## src/rtl/cr_ctl_pkg.sv

```systemverilog
package cr_ctl_pkg;

    localparam int XLEN = 32;

    // Bit positions the rest of the core decodes
    localparam int B_PE    = 0;
    localparam int B_MP    = 1;
    localparam int B_EM    = 2;
    localparam int B_TS    = 3;
    localparam int B_ET    = 4;
    localparam int B_WP    = 16;
    localparam int B_PG    = 31;
    localparam int B_PSE   = 4;
    localparam int B_PAE   = 5;
    localparam int B_PGE   = 7;
    localparam int B_SIMDS = 9;

    localparam logic [XLEN-1:0] CR0_RESET = 32'h6000_0010;

    localparam logic [XLEN-1:0] CR0_FLUSH_MASK =
        (32'd1 << B_PG) | (32'd1 << B_WP) | (32'd1 << B_PE);
    localparam logic [XLEN-1:0] CR4_FLUSH_MASK =
        (32'd1 << B_PGE) | (32'd1 << B_PAE) | (32'd1 << B_PSE);

    typedef struct packed {
        logic prot;
        logic segadd;
        logic mp;
        logic em;
        logic ts;
    } mode_flags_t;

    typedef enum logic [1:0] {
        FL_NONE      = 2'd0,
        FL_NONGLOBAL = 2'd1,
        FL_FULL      = 2'd2
    } flush_kind_e;

    function automatic logic group_changed(input logic [XLEN-1:0] old_v,
                                           input logic [XLEN-1:0] new_v,
                                           input logic [XLEN-1:0] grp);
        return |((old_v ^ new_v) & grp);
    endfunction

endpackage

```

## src/rtl/cr0_ctl.sv

```systemverilog
module cr0_ctl
    import cr_ctl_pkg::*;
(
    input  logic            clk,
    input  logic            rst,
    input  logic            we,
    input  logic [XLEN-1:0] wdata,
    output logic [XLEN-1:0] cr0_q,
    output logic            full_req,
    output mode_flags_t     flags
);
    logic [XLEN-1:0] next_val;

    always_comb begin
        next_val       = wdata;
        next_val[B_ET] = 1'b1;
    end

    assign full_req = we && group_changed(cr0_q, wdata, CR0_FLUSH_MASK);

    always_ff @(posedge clk) begin
        if (rst) cr0_q <= CR0_RESET;
        else if (we) cr0_q <= next_val;
    end

    always_comb begin
        flags.prot   = cr0_q[B_PE];
        flags.segadd = ~cr0_q[B_PE];
        flags.mp     = cr0_q[B_MP];
        flags.em     = cr0_q[B_EM];
        flags.ts     = cr0_q[B_TS];
    end

    p_et_forced_r2: assert property (@(posedge clk) disable iff (rst)
        we |=> cr0_q[B_ET]);
    p_prot_follows_r3: assert property (@(posedge clk) disable iff (rst)
        we |=> (flags.prot == $past(wdata[B_PE])) && (flags.segadd != flags.prot));
    p_fpu_follows_r4: assert property (@(posedge clk) disable iff (rst)
        we |=> (flags.ts == $past(wdata[B_TS])) && (flags.mp == $past(wdata[B_MP])));
endmodule

```

## src/rtl/cr4_ctl.sv

```systemverilog
module cr4_ctl
    import cr_ctl_pkg::*;
(
    input  logic            clk,
    input  logic            rst,
    input  logic            we,
    input  logic [XLEN-1:0] wdata,
    input  logic            simd_present,
    output logic [XLEN-1:0] cr4_q,
    output logic            full_req,
    output logic            simd_save
);
    logic [XLEN-1:0] next_val;

    always_comb begin
        next_val          = wdata;
        next_val[B_SIMDS] = wdata[B_SIMDS] & simd_present;
    end

    assign full_req  = we && group_changed(cr4_q, wdata, CR4_FLUSH_MASK);
    assign simd_save = cr4_q[B_SIMDS];

    always_ff @(posedge clk) begin
        if (rst) cr4_q <= '0;
        else if (we) cr4_q <= next_val;
    end

    p_simd_masked_r8: assert property (@(posedge clk) disable iff (rst)
        (we && !simd_present) |=> !simd_save);
endmodule

```

## src/rtl/a20_ctl.sv

```systemverilog
module a20_ctl #(
    parameter int ADDR_W  = 32,
    parameter int GATE_POS = 20
) (
    input  logic              clk,
    input  logic              rst,
    input  logic              gate,
    output logic [ADDR_W-1:0] mask,
    output logic              change_req
);
    localparam logic [ADDR_W-1:0] GATE_BIT = ADDR_W'(1) << GATE_POS;
    localparam logic [ADDR_W-1:0] BASE     = ~GATE_BIT;

    logic state_q;

    always_ff @(posedge clk) begin
        if (rst) state_q <= 1'b1;
        else     state_q <= gate;
    end

    assign change_req = (gate != state_q);
    assign mask       = BASE | (state_q ? GATE_BIT : '0);

    p_mask_tracks_gate_r9: assert property (@(posedge clk) disable iff (rst)
        !$past(rst) |-> (mask[GATE_POS] == $past(gate)));
endmodule

```

## src/rtl/cr_update_unit.sv

```systemverilog
module cr_update_unit
    import cr_ctl_pkg::*;
#(
    parameter int A20_POS = 20
) (
    input  logic            clk,
    input  logic            rst,
    input  logic            cr0_we_i,
    input  logic [XLEN-1:0] cr0_wdata_i,
    input  logic            cr3_we_i,
    input  logic [XLEN-1:0] cr3_wdata_i,
    input  logic            cr4_we_i,
    input  logic [XLEN-1:0] cr4_wdata_i,
    input  logic            a20_gate_i,
    input  logic            simd_present_i,
    output logic [XLEN-1:0] cr0_o,
    output logic [XLEN-1:0] cr3_o,
    output logic [XLEN-1:0] cr4_o,
    output logic [XLEN-1:0] a20_mask_o,
    output logic            hf_prot_o,
    output logic            hf_segadd_o,
    output logic            hf_mp_o,
    output logic            hf_em_o,
    output logic            hf_ts_o,
    output logic            hf_simd_save_o,
    output logic            flush_all_o,
    output logic            flush_nonglobal_o
);
    mode_flags_t     mflags;
    logic            cr0_full, cr4_full, a20_full;
    logic [XLEN-1:0] cr3_q;
    flush_kind_e     kind_d, kind_q;

    cr0_ctl u_cr0 (
        .clk(clk), .rst(rst), .we(cr0_we_i), .wdata(cr0_wdata_i),
        .cr0_q(cr0_o), .full_req(cr0_full), .flags(mflags)
    );

    cr4_ctl u_cr4 (
        .clk(clk), .rst(rst), .we(cr4_we_i), .wdata(cr4_wdata_i),
        .simd_present(simd_present_i), .cr4_q(cr4_o),
        .full_req(cr4_full), .simd_save(hf_simd_save_o)
    );

    a20_ctl #(.ADDR_W(XLEN), .GATE_POS(A20_POS)) u_a20 (
        .clk(clk), .rst(rst), .gate(a20_gate_i),
        .mask(a20_mask_o), .change_req(a20_full)
    );

    always_ff @(posedge clk) begin
        if (rst) cr3_q <= '0;
        else if (cr3_we_i) cr3_q <= cr3_wdata_i;
    end
    assign cr3_o = cr3_q;

    // Full flush outranks the non-global one
    always_comb begin
        if (cr0_full || cr4_full || a20_full)   kind_d = FL_FULL;
        else if (cr3_we_i && cr0_o[B_PG])       kind_d = FL_NONGLOBAL;
        else                                    kind_d = FL_NONE;
    end

    always_ff @(posedge clk) begin
        if (rst) kind_q <= FL_NONE;
        else     kind_q <= kind_d;
    end

    assign flush_all_o       = (kind_q == FL_FULL);
    assign flush_nonglobal_o = (kind_q == FL_NONGLOBAL);

    assign hf_prot_o   = mflags.prot;
    assign hf_segadd_o = mflags.segadd;
    assign hf_mp_o     = mflags.mp;
    assign hf_em_o     = mflags.em;
    assign hf_ts_o     = mflags.ts;

    p_flush_exclusive_r10: assert property (@(posedge clk) disable iff (rst)
        $countones({flush_all_o, flush_nonglobal_o}) <= 1);
    p_cr3_flush_r6: assert property (@(posedge clk) disable iff (rst)
        (cr3_we_i && cr0_o[B_PG] && !cr0_we_i && !cr4_we_i && (a20_gate_i == a20_mask_o[A20_POS]))
        |=> flush_nonglobal_o);
    p_cr3_quiet_r6: assert property (@(posedge clk) disable iff (rst)
        (cr3_we_i && !cr0_o[B_PG] && !cr0_we_i && !cr4_we_i && (a20_gate_i == a20_mask_o[A20_POS]))
        |=> !flush_nonglobal_o && !flush_all_o);
    p_a20_flush_r9: assert property (@(posedge clk) disable iff (rst)
        (a20_gate_i != a20_mask_o[A20_POS]) |=> flush_all_o);
    p_cr0_flush_r5: assert property (@(posedge clk) disable iff (rst)
        (cr0_we_i && (cr0_wdata_i[B_PG] != cr0_o[B_PG])) |=> flush_all_o);
    p_cr4_flush_r7: assert property (@(posedge clk) disable iff (rst)
        (cr4_we_i && (cr4_wdata_i[B_PAE] != cr4_o[B_PAE])) |=> flush_all_o);
endmodule

```

## config.mk

```make
export PLATFORM = sky130hd
export DESIGN_NAME = cr_update_unit
export DESIGN_NICKNAME = d
export VERILOG_FILES = /design/src/rtl/cr_ctl_pkg.sv /design/src/rtl/cr0_ctl.sv /design/src/rtl/cr4_ctl.sv /design/src/rtl/a20_ctl.sv /design/src/rtl/cr_update_unit.sv
export SDC_FILE = /design/constraint.sdc
export NUM_CORES = 1
export LEC_CHECK = 0
export ABC_AREA = 1
export BUFFER_PORTS_ARGS = -buffer_cell sky130_fd_sc_hd__buf_2
export CORE_AREA = 2 2 118 109
export CTS_CLUSTER_DIAMETER = 30
export DETAILED_ROUTE_END_ITERATION = 6
export DIE_AREA = 0 0 120 111
export MAX_ROUTING_LAYER = met4
export PLACE_DENSITY = 0.59
export SLEW_MARGIN = 5
export SYNTH_ARGS = -nofsm -noshare
export SYNTH_HDL_FRONTEND = slang
export SYNTH_SLANG_ARGS = --single-unit
export TNS_END_PERCENT = 30
```

## constraint.sdc

```tcl
create_clock -name clk -period 2.06 [get_ports clk]
set_input_delay 0.309 -clock clk [delete_from_list [all_inputs] [get_ports clk]]
set_output_delay 0.309 -clock clk [all_outputs]
set_load 0.05 [all_outputs]
```

**Word level (Yosys, flattened, before mapping)**

Index checks and enable logic that the tools add are counted.

- Eq/ne operators: 3
- Muxes and demuxes: 3
- Bitwise logic cells: 4
- Reductions and logical operators: 8

Operators with widths:

| cell | number |
|---|---|
| bitwise XOR 32 bit | 1 |
| 2-to-1 mux 21 bit | 1 |
| bitwise XOR 8 bit | 1 |
| OR reduction 3 bit | 2 |
| logical AND 1 bit | 3 |
| == test 2 x 1 -> 1 bit (second input constant) | 1 |
| == test 2 bit (second input constant) | 1 |
| logical OR 1 bit | 2 |
| 2-to-1 mux 2 bit | 1 |
| OR reduction 2 bit | 1 |
| bitwise AND 1 bit | 1 |
| 2-to-1 mux 1 bit | 1 |
| != test 1 bit | 1 |
| NOT 1 bit | 1 |

- Register bits: 98
- Output and inout port bits: 136
- Word-level logic and storage cells: 24

**Depth between registers and ports, before layout**

Gate-level depths: netlist of run 1.

- Word-level depth: 6
- Mapped depth: 8
- Depth with buffers taken out: 8

**Cells and area by module**

From an unflattened synthesis of run 1, not the netlist that was laid out.

- Cells, all modules: 561
- Area total of the unflattened synthesis: 4,062.6 um^2

By module, submodules not included:

| module | instances | cells an instance | area an instance (um^2) | sequential area each (um^2) |
|---|---|---|---|---|
| cr_update_unit | 1 | 215 | 1,397.6 | 680.7 |
| cr4_ctl | 1 | 153 | 1,216.2 | 640.6 |
| cr0_ctl | 1 | 153 | 1,159.9 | 620.6 |
| a20_ctl | 1 | 40 | 289.0 | 20.0 |

**Worst setup path after synthesis of run 1**

No wires, ideal clock.

- Kind: register -> register
- Start: reg u_cr0.cr0_q[0]
- End: reg kind_q[0]
- Library setup time: 0.114 ns
- Arrival time: 1.429 ns
- Required time: 1.946 ns
- Path slack: 0.517 ns
- Stages on the path, launching flop included: 8
- Cells stage by stage: dfxtp_1 > inv_1 > nand2_1 > nand2_1 > nand3_1 > nand2_1 > nand3_1 > nor2_1

- Cells in the longest elaborated chain, start to end: 6

Ends and longest elaborated chain:

| element | line | source |
|---|---|---|
| from (decl) | cr0_ctl.sv:8 | `output logic [XLEN-1:0] cr0_q,` |
| from (signal assigned) | cr0_ctl.sv:23 | `else if (we) cr0_q <= next_val;` |
| bitwise XOR 32 bit | cr_ctl_pkg.sv:42 | `return \|((old_v ^ new_v) & grp);` |
| OR reduction 3 bit | cr_ctl_pkg.sv:42 |  |
| logical AND 1 bit | cr0_ctl.sv:19 | `assign full_req = we && group_changed(cr0_q, wdata, CR0_FLUSH_MASK);` |
| logical OR 1 bit (2 in series) | cr_update_unit.sv:58 | `if (cr0_full \|\| cr4_full \|\| a20_full) kind_d = FL_FULL;` |
| OR reduction 2 bit (no line) | -- |  |
| to (signal assigned) | cr_update_unit.sv:65 | `else kind_q <= kind_d;` |
| to (decl) | cr_update_unit.sv:32 | `flush_kind_e kind_d, kind_q;` |

No other way between the ends.
A chain may end at the register's enable or synchronous reset.

**Final worst setup path of run 1**

- Start: reg kind_q[1]
- End: out flush_all_o

- Cells in the longest elaborated chain, start to end: 1

Ends and longest elaborated chain:

| element | line | source |
|---|---|---|
| == test 2 bit | cr_update_unit.sv:68 | `assign flush_all_o = (kind_q == FL_FULL);` |
| to (decl) | cr_update_unit.sv:26 | `output logic flush_all_o,` |

No other way between the ends.

==> results.json, run 1 <==
{
  "wl_per_cell_um": 11.5,
  "netlist-cell-type-count": 17,
  "netlist_top_cells_count": "178 x sky130_fd_sc_hd__nor2_1, 98 x sky130_fd_sc_hd__dfxtp_1, 88 x sky130_fd_sc_hd__o21ai_0",
  "post_synth_edffs": 0,
  "num_rows": 39,
  "grt_antenna_before_repair": 0,
  "synth_seq_area_share_pct": 51.9,
  "fp.dieH_um": 111,
  "critical_path.endpoint_type": "primary output",
  "cp_slowest_cell": "sky130_fd_sc_hd__dfxtp_1",
  "initial_core_util_pct": 30.9,
  "max_cap_viol_count": 0,
  "ant_nets": 0,
  "vias": 3642,
  "cp.required_ps": 1750,
  "final_layout_size_suffix_gt1_share_pct": 33.8,
  "fillerInstances": 1274,
  "post_drt_via_cell_ratio": 4.31,
  "first_pass_grt_wire_length_um": 15900,
  "ir_worst_vdd_v": 0.000476,
  "synth-warning-count": 0,
  "fmax_mhz": 725,
  "grt_setup_unrepaired": "false",
  "antennaDiodeCount": 0,
  "area_share_of_fa_ha_maj_cells_after_synthesis_pct": 0,
  "die-area_um2": 13300,
  "final_util_pct": 40.9,
  "core-area_um2": 12200,
  "synth_mux_area_share_pct": 0,
  "timing.hold.worst.class": "input port to flip-flop",
  "async_reset_ff_share_pct": 0,
  "worstSetupStartpointType": "flip-flop",
  "drt_pass1_iterations": 4,
  "timing.critical_path.slowest_cell_delay_ps": 330,
  "cts-htree-levels": 3,
  "final_weighted_congestion_in_routability_driven_placement": 0.773,
  "postSynthCellCount": 491,
  "dominantRegCellSynth": "sky130_fd_sc_hd__dfxtp_1",
  "drt_iter0_drc": 156,
  "tritoncts_num_sinks": 98,
  "synth_largest_type_area_fraction_pct": 51.9,
  "final_hold_viol_count": 0,
  "critPathArrivalTime_ps": 1070,
  "fin_skew_ps": 3.74,
  "drv_slew": 0,
  "die_width_um": 120,
  "power-per-cell-area_nw_per_um2": 963,
  "number_of_clock_buffers_inserted_by_tritoncts": 9,
  "cp_max_fo": 2,
  "drc": 0,
  "pin_count": 239,
  "tns_ps": 0,
  "clock_tree.root_cell": "sky130_fd_sc_hd__clkbuf_16",
  "synth_area_per_cell_um2": 7.71,
  "grt_max_degree": 51,
  "run_status": "completed",
  "first_global_vias": 3443,
  "area_taken_by_multi_input_logic_gates_um2": 1420,
  "finalSetupViolations": 0,
  "fin_crit_ps": 1380,
  "timing.critical_path.cells": "inv_1 > nor2_1 > buf_2",
  "netlist_top_cells_area": "sky130_fd_sc_hd__dfxtp_1 52%, sky130_fd_sc_hd__nor2_1 18%, sky130_fd_sc_hd__o21ai_0 12%, sky130_fd_sc_hd__buf_4 7.9%, sky130_fd_sc_hd__nand2_1 2.2%",
  "final_design_area_no_fill_um2": 5010,
  "power_leakage_nw": 2.64,
  "synth_compound_gate_area_share_pct": 13.1,
  "flip_flop_and_latch_count_after_synthesis": 98,
  "clk_path_buf_depth": 2,
  "hpwl_after_detailed_placement_um": 7010,
  "setup.worst_path.class": "flip-flop to primary output",
  "yosysMostFrequentCell": "sky130_fd_sc_hd__nor2_1",
  "mappedNetlistArea_um2": 3780,
  "synthToLayoutAreaGrowth_pct": 32.5,
  "dpl_cell_area_um2": 4720,
  "seq_area_um2": 1960,
  "synth_top_family_by_area": "simple AND/OR/NAND/NOR gates",
  "final_min_period_over_clock_period_pct": 66.9,
  "clk-insertion-delay-late_ps": 340,
  "routed_wl_um": 9720,
  "tritoncts": "built",
  "netlist.top_cell.by_area": "sky130_fd_sc_hd__dfxtp_1",
  "io_buffer_count": 205,
  "grt-ovfl-total": 0,
  "cts_hold_buf": 0,
  "number_of_nets_in_the_final_layout": 780,
  "cts_repair_resize_count": 0,
  "clk_pin_slew_ps": 60,
  "cts_setup_buffers": 0,
  "area_share_of_and_or_nand_nor_cells_after_synthesis_pct": 20.8,
  "synth-xor-area-share_pct": 0.463,
  "gr-usage-all-layers_pct": 15.2
}
==> through the flow <==
| step | instances | setup WS, ps | hold slack [ps] | power (mW) |
|---|---|---|---|---|
| finish | 845 | 681 | 173 | 4.83 |
| floorplan | 522 | 517 | 413 | 3.03 |
| CTS | 845 | 659 | 155 | 4.89 |
| global route | 845 | 629 | 163 | 5.05 |
| detailed placement | 830 | 762 | 449 | 3.25 |
| global placement | 830 | 835 | 436 | 3.23 |
==> flip-flops by register name, indices dropped and copies added, names as in the netlist <==
signal and flops:
u_cr0.cr0_q 31, u_a20.state_q 1, kind_q 2, u_cr4.cr4_q 32
cr3_o 32
==> cell usage in the layout (no fill, tap or decap) <==
cell                        Yosys  final
sky130_fd_sc_hd__buf_4         40      6
sky130_fd_sc_hd__or2_2          1      1
sky130_fd_sc_hd__clkinv_2       0      2
sky130_fd_sc_hd__clkbuf_8       0      4
sky130_fd_sc_hd__nand2_1       22     22
sky130_fd_sc_hd__dfxtp_1       98     98
sky130_fd_sc_hd__o21ai_1        5      5
sky130_fd_sc_hd__clkbuf_16      0      9
sky130_fd_sc_hd__conb_1         1     32
sky130_fd_sc_hd__inv_2          3      3
sky130_fd_sc_hd__nor2_1       178    178
sky130_fd_sc_hd__o21ai_0       88     88
sky130_fd_sc_hd__nand3_1        6      6
sky130_fd_sc_hd__buf_2         12    205
sky130_fd_sc_hd__a21oi_1        6      6
sky130_fd_sc_hd__xnor2_1        2      2
sky130_fd_sc_hd__inv_1         14     14
==> worst max-delay path, delay by kind of cell, from the launching register on <==
| kind | cells | cell delay (ps) |
|---|---|---|
| flops | 1 | 330 |
| simple gates | 1 | 80 |
| buf+inv | 2 | 320 |
==> per-layer routing <==
metal  wire length (µm)  up-vias  share of wire [%]  global-route usage, %
met4                128        0                1.3                   4.63
met1               4180     1642                 43                   17.3
met3                827       10                8.5                   5.30
met2               4580      152                 47                   25.0
li1                   -     1838                  -                      -
met5                  0        -                  0                      -
==> where the power goes <==
part | internal, mW | total (mW) | switching, mW
clock | 0.940 | 1.62 | 0.682
sequential | 2.03 | 2.09 | 0.0639
combinational | 0.247 | 1.11 | 0.867
total | 3.21 | 4.83 | 1.61
==> final cells by class <==
| class | instances | share of cell area (%) |
|---|---|---|
| multi-input combinational | 340 | 28.3 |
| clock inverter | 2 | 0.200 |
| tap | 164 | 4.09 |
| inverter | 17 | 1.27 |
| clock buffer | 13 | 5.59 |
| timing repair buffer | 211 | 21.4 |
| sequential | 98 | 39.1 |
==> cell families after synthesis <==
logic type                Yosys count
DFF                                98
buffers and inverters              84
and+or+nand+nor                   207
other                               1
xor gates and xnor gates            2
AOI/OAI and AO/OA                  99
==> path summary, 6_finish.rpt <==
| path | slack [ps] | start | cells after the start | to |
|---|---|---|---|---|
| max | 680 | kind_q[1]$_SDFF_PP0_ | 3 | flush_all_o |
| min | 170 | rst | 2 | u_a20.state_q$_SDFF_PP1_ |
| max reg2reg | 1090 | u_cr0.cr0_q[0]$_SDFFE_PP0P_ | 7 | kind_q[1]$_SDFF_PP0_ |
| min reg2reg | 460 | u_cr0.cr0_q[29]$_SDFFE_PP1P_ | 2 | u_cr0.cr0_q[29]$_SDFFE_PP1P_ |
Power figures use the tool's default switching activity.
==> run 2: changes to the inputs <==
Clock period 2.06 ns to 1.36 ns, I/O delays scaled along.
==> results.json, run 2 (synthesized netlist as in run 1, its figures left out) <==
{
  "grt_antenna_before_repair": 1,
  "first_global_vias": 3325,
  "cp_max_fo": 2,
  "routed_wl_um": 9640,
  "ir_worst_vdd_v": 0.000969,
  "final_min_period_over_clock_period_pct": 92.7,
  "gr-usage-all-layers_pct": 14.6,
  "ff_to_ff_path_depth": 8,
  "io_buffer_count": 205,
  "worst_setup_path_startpoint": "kind_q[1]$_SDFF_PP0_",
  "number_of_clock_buffers_inserted_by_tritoncts": 9,
  "grt_setup_unrepaired": "false",
  "grt_max_degree": 67,
  "vias": 3612,
  "critPathArrivalTime_ps": 1060,
  "finalSetupViolations": 0,
  "core-area_um2": 12200,
  "tritoncts": "built",
  "fin_crit_ps": 1260,
  "drt_iter0_drc": 183,
  "number_of_nets_in_the_final_layout": 782,
  "num_rows": 39,
  "dpl_cell_area_um2": 4750,
  "die-area_um2": 13300,
  "clock_tree.root_cell": "sky130_fd_sc_hd__clkbuf_16",
  "timing.hold.worst.class": "input port to flip-flop",
  "fp.dieH_um": 111,
  "grt-ovfl-total": 0,
  "clk-insertion-delay-late_ps": 340,
  "crit-reg2reg-capture": "kind_q[1]$_SDFF_PP0_",
  "fmax_mhz": 793,
  "cts-htree-levels": 3,
  "pin_count": 239,
  "power-per-cell-area_nw_per_um2": 1480,
  "ant_nets": 0,
  "power_leakage_nw": 2.66,
  "hpwl_after_detailed_placement_um": 7020,
  "cts_hold_buf": 0,
  "most_frequent_standard_cell_in_the_layout_excluding_fill_and_tap_cells": "sky130_fd_sc_hd__buf_2",
  "drt_pass1_iterations": 4,
  "worstSetupStartpointType": "flip-flop",
  "final_hold_viol_count": 0,
  "final_layout_size_suffix_gt1_share_pct": 33.7,
  "crit_path_end": "flush_all_o",
  "run_status": "completed",
  "rr_startpoint": "u_cr0.cr0_q[0]$_SDFFE_PP0P_",
  "tritoncts_num_sinks": 98,
  "critical_path.endpoint_type": "primary output",
  "setup.worst_path.class": "flip-flop to primary output",
  "drc": 0,
  "initial_core_util_pct": 30.9,
  "cts_repair_resize_count": 0,
  "clk_path_buf_depth": 2,
  "final_cell_mix": "205 x sky130_fd_sc_hd__buf_2, 178 x sky130_fd_sc_hd__nor2_1, 97 x sky130_fd_sc_hd__dfxtp_1, 88 x sky130_fd_sc_hd__o21ai_0, 32 x sky130_fd_sc_hd__conb_1",
  "clk_pin_slew_ps": 60,
  "final_weighted_congestion_in_routability_driven_placement": 0.751,
  "max_cap_viol_count": 0,
  "cts_setup_buffers": 0,
  "fillerInstances": 1266,
  "timing.reg2reg.setup_slack_ps": 380,
  "cp.required_ps": 1160,
  "post_drt_via_cell_ratio": 4.26,
  "first_pass_grt_wire_length_um": 15200,
  "tns_ps": 0,
  "drv_slew": 0,
  "fin_skew_ps": 2.47,
  "die_width_um": 120,
  "wl_per_cell_um": 11.4,
  "final_design_area_no_fill_um2": 5050,
  "synthToLayoutAreaGrowth_pct": 33.6
}
==> run 2: cell count changes in the layout (fill, tap and decap cells not counted), sizes merged <==
cell / delta
buf: +2
bufinv: +2
clkbuf: -1
clkinv: -1
diode: +1
==> run 2: worst min path at each step <==
stage | start | end | slack, ps | cells after the start
finish | cr0_wdata_i[29] | u_cr0.cr0_q[29]$_SDFFE_PP1P_ | 80 | 3
global route | rst | u_a20.state_q$_SDFF_PP1_ | 60 | 2
CTS | cr0_wdata_i[29] | u_cr0.cr0_q[29]$_SDFFE_PP1P_ | 60 | 3
detailed placement | cr0_wdata_i[29] | u_cr0.cr0_q[29]$_SDFFE_PP1P_ | 420 | 3
global placement | rst | u_a20.state_q$_SDFF_PP1_ | 420 | 2
floorplan | rst | u_a20.state_q$_SDFF_PP1_ | 310 | 1
==> run 2: layout make-up <==
class / instances / area, µm² / share of cell area (%)
timing repair buffer: 213 / 1100 / 21.7
antenna: 1 / 2.50 / 0.0495
inverter: 17 / 63.8 / 1.26
clock buffer: 12 / 236 / 4.68
multi-input combinational: 340 / 1420 / 28.1
clock inverter: 3 / 65.1 / 1.29
tap: 164 / 205 / 4.06
sequential: 98 / 1960 / 38.8
==> run 2: worst max-delay path: stages (launching register included) <==
cell                      delay [ps]
sky130_fd_sc_hd__dfxtp_1         320
sky130_fd_sc_hd__inv_1            40
sky130_fd_sc_hd__nor2_1           70
sky130_fd_sc_hd__buf_2           280
==> run 2: through the flow <==
step | cells | power (mW) | setup slack, ps | util, % | hold WS (ps)
after global routing | 848 | 7.83 | 42.5 | 41.3 | 63.6
after detailed placement | 832 | 4.93 | 212 | 38.8 | 424
after CTS | 847 | 7.60 | 65.6 | 41.3 | 59.5
after floorplan | 522 | 4.58 | 56.9 | - | 308
after global placement | 832 | 4.91 | 262 | 38.8 | 418
final | 848 | 7.48 | 99.7 | 41.3 | 79.3
==> run 2: metal layers <==
metal  routed length, µm  share of wire [%]  vias up  GRT usage [%]
met1                4020                 42     1596           15.8
met3                 956                9.9        8           6.12
met5                   0                  0        -              -
met4                 119                1.2        0           4.47
li1                    -                  -     1848              -
met2                4540                 47      160           24.3
==> run 2: report_power, final <==
part	total, mW	switching (mW)	internal (mW)
Combinational	1.69	1.31	0.382
Sequential	3.17	0.0961	3.07
Clock	2.62	1.02	1.60
Total	7.48	2.43	5.05
